===== src/rtl/alu_tt_pkg.sv =====
package alu_tt_pkg;
  localparam int OPW = 4;

  localparam logic [OPW-1:0] OP_LOGIC = 4'd0;
  localparam logic [OPW-1:0] OP_ADD   = 4'd1;
  localparam logic [OPW-1:0] OP_ADC   = 4'd2;
  localparam logic [OPW-1:0] OP_SUB   = 4'd3;
  localparam logic [OPW-1:0] OP_SBB   = 4'd4;
  localparam logic [OPW-1:0] OP_RSUB  = 4'd5;
  localparam logic [OPW-1:0] OP_RSBB  = 4'd6;
  localparam logic [OPW-1:0] OP_NEGA  = 4'd7;
  localparam logic [OPW-1:0] OP_NEGB  = 4'd8;
  localparam logic [OPW-1:0] OP_INCA  = 4'd9;
  localparam logic [OPW-1:0] OP_INCB  = 4'd10;
  localparam logic [OPW-1:0] OP_DECA  = 4'd11;
  localparam logic [OPW-1:0] OP_DECB  = 4'd12;

  // Truth-table selection: code bit index is {a,b}
  function automatic logic tt_pick(input logic [3:0] code, input logic a, input logic b);
    return code[{a, b}];
  endfunction

  // One full adder stage, returns {carry, sum}
  function automatic logic [1:0] fa_bit(input logic a, input logic b, input logic c);
    logic s;
    logic k;
    s = a ^ b ^ c;
    k = (a & b) | (a & c) | (b & c);
    return {k, s};
  endfunction

  function automatic logic is_arith(input logic [OPW-1:0] op);
    return (op >= OP_ADD) && (op <= OP_DECB);
  endfunction

  // Operations whose flag reports a borrow rather than a carry
  function automatic logic is_borrow(input logic [OPW-1:0] op);
    return (op >= OP_SUB) && (op <= OP_NEGB);
  endfunction

  // Signed overflow from the sign bits of the adder inputs and the sum
  function automatic logic sign_ovf(input logic xs, input logic ys, input logic ss);
    return (xs == ys) && (ss != xs);
  endfunction
endpackage


===== src/rtl/alu_tt_logic.sv =====
module alu_tt_logic #(
  parameter int WIDTH = 8
) (
  input  logic [WIDTH-1:0] a_i,
  input  logic [WIDTH-1:0] b_i,
  input  logic [3:0]       code_i,
  output logic [WIDTH-1:0] y_o
);
  import alu_tt_pkg::*;

  for (genvar i = 0; i < WIDTH; i++) begin : g_bit
    assign y_o[i] = tt_pick(code_i, a_i[i], b_i[i]);
  end

  always_comb begin

    tt_zero_code_chk: assert (code_i != 4'b0000 || y_o == '0);

    tt_and_code_chk: assert (code_i != 4'b1000 || y_o == (a_i & b_i));
  end
endmodule


===== src/rtl/alu_tt_route.sv =====
module alu_tt_route #(
  parameter int WIDTH = 8
) (
  input  logic [WIDTH-1:0]             a_i,
  input  logic [WIDTH-1:0]             b_i,
  input  logic                         carry_i,
  input  logic [alu_tt_pkg::OPW-1:0]   op_i,
  output logic [WIDTH-1:0]             x_o,
  output logic [WIDTH-1:0]             y_o,
  output logic                         cin_o
);
  import alu_tt_pkg::*;

  localparam logic [WIDTH-1:0] ZEROS = '0;
  localparam logic [WIDTH-1:0] ONES  = '1;

  always_comb begin
    x_o   = ZEROS;
    y_o   = ZEROS;
    cin_o = 1'b0;
    unique case (op_i)
      OP_ADD:  begin x_o = a_i;   y_o = b_i;  cin_o = 1'b0;     end
      OP_ADC:  begin x_o = a_i;   y_o = b_i;  cin_o = carry_i;  end
      OP_SUB:  begin x_o = a_i;   y_o = ~b_i; cin_o = 1'b1;     end
      OP_SBB:  begin x_o = a_i;   y_o = ~b_i; cin_o = ~carry_i; end
      OP_RSUB: begin x_o = b_i;   y_o = ~a_i; cin_o = 1'b1;     end
      OP_RSBB: begin x_o = b_i;   y_o = ~a_i; cin_o = ~carry_i; end
      OP_NEGA: begin x_o = ZEROS; y_o = ~a_i; cin_o = 1'b1;     end
      OP_NEGB: begin x_o = ZEROS; y_o = ~b_i; cin_o = 1'b1;     end
      OP_INCA: begin x_o = a_i;   y_o = ZEROS; cin_o = 1'b1;    end
      OP_INCB: begin x_o = b_i;   y_o = ZEROS; cin_o = 1'b1;    end
      OP_DECA: begin x_o = a_i;   y_o = ONES; cin_o = 1'b0;     end
      OP_DECB: begin x_o = b_i;   y_o = ONES; cin_o = 1'b0;     end
      default: begin x_o = ZEROS; y_o = ZEROS; cin_o = 1'b0;    end
    endcase
  end
endmodule


===== src/rtl/alu_tt_ripple.sv =====
module alu_tt_ripple #(
  parameter int WIDTH = 8
) (
  input  logic [WIDTH-1:0] x_i,
  input  logic [WIDTH-1:0] y_i,
  input  logic             cin_i,
  output logic [WIDTH-1:0] sum_o,
  output logic             cout_o
);
  import alu_tt_pkg::*;

  logic [WIDTH:0] chain;
  assign chain[0] = cin_i;

  for (genvar i = 0; i < WIDTH; i++) begin : g_stage
    logic [1:0] ks;
    assign ks         = fa_bit(x_i[i], y_i[i], chain[i]);
    assign sum_o[i]   = ks[0];
    assign chain[i+1] = ks[1];
  end

  assign cout_o = chain[WIDTH];
endmodule


===== src/rtl/alu_tt_core.sv =====
module alu_tt_core #(
  parameter int WIDTH = 8
) (
  input  logic [WIDTH-1:0] a_i,
  input  logic [WIDTH-1:0] b_i,
  input  logic             carry_i,
  input  logic [3:0]       op_i,
  input  logic [3:0]       func_i,
  output logic [WIDTH-1:0] result_o,
  output logic             carry_o,
  output logic             zero_o,
  output logic             neg_o,
  output logic             ovf_o
);
  import alu_tt_pkg::*;

  localparam int MSB = WIDTH - 1;

  logic [WIDTH-1:0] logic_y;
  logic [WIDTH-1:0] add_x;
  logic [WIDTH-1:0] add_y;
  logic             add_cin;
  logic [WIDTH-1:0] add_sum;
  logic             add_cout;
  logic             arith_sel;
  logic             borrow_sel;
  logic             logic_sel;

  alu_tt_logic #(.WIDTH(WIDTH)) u_logic (
    .a_i(a_i), .b_i(b_i), .code_i(func_i), .y_o(logic_y)
  );

  alu_tt_route #(.WIDTH(WIDTH)) u_route (
    .a_i(a_i), .b_i(b_i), .carry_i(carry_i), .op_i(op_i),
    .x_o(add_x), .y_o(add_y), .cin_o(add_cin)
  );

  alu_tt_ripple #(.WIDTH(WIDTH)) u_adder (
    .x_i(add_x), .y_i(add_y), .cin_i(add_cin),
    .sum_o(add_sum), .cout_o(add_cout)
  );

  assign arith_sel  = is_arith(op_i);
  assign borrow_sel = is_borrow(op_i);
  assign logic_sel  = (op_i == OP_LOGIC);

  always_comb begin
    if (arith_sel)      result_o = add_sum;
    else if (logic_sel) result_o = logic_y;
    else                result_o = '0;
  end

  assign carry_o = arith_sel & (add_cout ^ borrow_sel);
  assign ovf_o   = arith_sel & sign_ovf(add_x[MSB], add_y[MSB], add_sum[MSB]);
  assign zero_o  = ~|result_o;
  assign neg_o   = result_o[MSB];

  logic [WIDTH:0] add_ref;
  assign add_ref = {1'b0, a_i} + {1'b0, b_i};

  always_comb begin

    add_path_chk: assert (op_i != OP_ADD || {carry_o, result_o} == add_ref);

    neg_path_chk: assert (op_i != OP_NEGA || (result_o + a_i) == {WIDTH{1'b0}});

    logic_carry_chk: assert (!logic_sel || !carry_o);

    no_overflow_chk: assert (arith_sel || !ovf_o);

    unused_code_chk: assert (!(op_i > OP_DECB) || (result_o == '0 && zero_o && !carry_o));
  end
endmodule


===== config.mk =====
export PLATFORM = sky130hd
export DESIGN_NAME = alu_tt_core
export DESIGN_NICKNAME = d
export VERILOG_FILES = /design/src/rtl/alu_tt_pkg.sv /design/src/rtl/alu_tt_logic.sv /design/src/rtl/alu_tt_route.sv /design/src/rtl/alu_tt_ripple.sv /design/src/rtl/alu_tt_core.sv
export SDC_FILE = /design/constraint.sdc
export NUM_CORES = 1
export LEC_CHECK = 0
export ABC_AREA = 1
export CORE_MARGIN = 5
export CORE_UTILIZATION = 30
export DETAILED_ROUTE_END_ITERATION = 8
export SLEW_MARGIN = 20
export SYNTH_ARGS = -nofsm -noshare
export SYNTH_HDL_FRONTEND = slang
export SYNTH_SLANG_ARGS = --single-unit

===== constraint.sdc =====
create_clock -name vclk -period 6.9
set_input_delay 1.725 -clock vclk [all_inputs]
set_output_delay 1.725 -clock vclk [all_outputs]
set_load 0.01 [all_outputs]

==> impl_metrics.ini <==
[floorplanning]
pin_count = 37
width_of_the_chip_um = 71.0
effective_utilization_at_floorplan = 0.307
die_height_um = 71.0
core.rowCount = 22
dieArea_um2 = 5040
core_region_area_um2 = 3630

[detailed_routing]
met2_wirelength_mm = 2.01
drt_first_iter_violations = 74
first_pass_iters = 4
dr.max_layer_used = met3
met1Wirelength_mm = 1.74
route.detailed.vias_per_inst = 4.69
wl_per_cell_um = 12.0
detail_route.drc_violations = 0
final_antenna_net_count = 0
dr_wl_met3_um = 184
routed_wirelength_mm = 3.94
routed-via-count = 1538

[place]
place.detailed.hpwl_mm = 3.12
dp_worst_setup_slack_ps = -1390
port_buffers = 37
dp.cells = 318
gp_congestion = 0.899

[final_layout]
final_instance_count_without_filler_cells = 328
share_of_post_route_cells_with_drive_strength_above_1 = 0.429
n_sequential_cell = 0
antenna_cells = 0
mostFrequentLayoutCells = nand2_1 (56), buf_4 (43), nand3_1 (30), clkdlybuf4s50_1 (23), inv_1 (22)
areaGrowthSynthToFinish_pct = 81.2
end_of_flow_core_utilization = 0.556
clock_buffers = 0
number_of_nets_in_the_final_layout = 316
seq_area_um2 = 0
layout_commonest_cell = nand2_1

[outcome]
violations = setup timing
status = complete, but fails checks

[worst_setup_path]
critPathSlowestCell = fa_2
worstPathMaxFanout = 5
cp_num_buf_inv = 10
delay_of_the_slowest_cell_on_the_worst_path_ps = 550
worst_setup_path_end_kind = output port
crit_family = adder cells
timing_worst_setup_path_type = in2out
start_kind = primary input
critical_path_required_ps = 5180
cp_common_cell = fa_2
worst_ep_arrival_time_ps = 5720

[synthesis]
synthesis.nets = 234
synthesis.area_per_instance_um2 = 5.58
postSynthCellCount = 200
seq_area_frac_synth = 0
synth_cell_type_count = 24
ys_warn_count = 0
synth_area_um2 = 1120

[power_and_ir_drop]
internal_power_mw = 0.120
net-switching-power_mw = 0.108
vdd_ir_drop_max_mv = 0.0413
p_clk_frac = 0
power.share.combinational = 1.000
power_density_nw_per_um2 = 113
power_switching_share = 0.474
cellLeakagePower_nw = 1.01
p_seq_frac = 0

[worst_hold_path]
worstHoldPathType = in2out

[sta]
maxSlewHeadroom = 0.748
finalSetupViolCount = 6
final-max-slew-violation-count = 0
min_period_over_period = 1.08
max_freq_mhz = 134
worst_pin_slew_ps = 377
rsz0062_at_grt = yes
tns_ps = -2460
setup_slack_of_the_critical_path_after_layout_ps = -548
hold_viol_final = 0
timing.final.crit_period_ps = 7450

[grt]
maximum_number_of_pins_on_one_net_before_global_route_repair = 11
grt_usage = 0.153
grt_antenna_before_repair = 0
grt_first_pass_wirelength_mm = 6.62
grt_pass1_vias = 1528
overflow = 0

[job]
drv.max_cap_violation_count = 0
[layout make-up]
type | instances | area [um^2]
inverters | 36 | 153
fillers | 357 | 1610
well taps | 48 | 60.1
repair buffers | 85 | 726
multi-input cells | 159 | 1080
[Yosys cell counts]
cell / n / area, um^2
nand2_4: 2 / 22.5
xnor2_1: 1 / 8.76
nand3_1: 35 / 175
buf_4: 1 / 7.51
a21oi_1: 2 / 10.0
o21ai_1: 1 / 5.00
nand2_2: 5 / 31.3
o21ai_0: 3 / 15.0
o22ai_1: 8 / 50.1
o211ai_1: 1 / 7.51
nor2_1: 9 / 33.8
ha_1: 1 / 12.5
inv_6: 1 / 8.76
a22oi_1: 6 / 45.0
fa_1: 8 / 160
o211ai_2: 1 / 12.5
nand3_2: 10 / 100
nor2_2: 4 / 25.0
a211oi_1: 1 / 7.51
a31oi_1: 1 / 6.26
inv_2: 8 / 30.0
clkbuf_1: 4 / 15.0
inv_1: 27 / 101
nand2_1: 60 / 225
[routing by layer]
layer  vias to the layer above  global-route usage
li1                        809                   -
met1                       694               0.199
met2                        35               0.284
met3                         0             0.00852
met4                         0              0.0209
met5                         -                   0
[through the flow]
stage	hold WS [ps]	area [um^2]	total power, mW
2_1_floorplan	3660	1190	0.109
3_3_place_gp	4620	1880	0.209
3_5_place_dp	4620	1880	0.211
4_1_cts	4100	1970	0.224
5_1_grt	4160	2020	0.251
6_report	4090	2020	0.228
[path summary, 6_finish.rpt]
check                 startpoint       to  cells past startpoint
worst min-delay path     op_i[3]  carry_o                      7
worst max-delay path     op_i[1]    neg_o                     25
[cells by family after synthesis]
family / count (synthesis) / synth area share
adder cells (fa/ha/maj): 9 / 0.155
buffers and inverters: 41 / 0.146
AO/OA/AOI/OAI: 24 / 0.142
XOR/XNOR: 1 / 0.00785
AND/OR/NAND/NOR: 125 / 0.549
[power by group through the flow]
stage               Sequential (mW)  Clock, mW  Combinational [mW]
finish                            0          0               0.228
global route                      0          0               0.251
CTS                               0          0               0.224
detailed placement                0          0               0.211
global placement                  0          0               0.209
floorplan                         0          0               0.109
[what timing repair did]
| item | CTS | global route |
|---|---|---|
| resized for setup | 63 | 14 |
| endpoints found under the hold margin | 0 | 0 |
| hold buffers | 0 | 0 |
| pin swaps | 16 | 13 |
| gates cloned | 0 | 0 |
| setup endpoints to repair | 9 | 8 |
| setup buffers | 9 | 2 |
(Power assumes the default switching activity.)
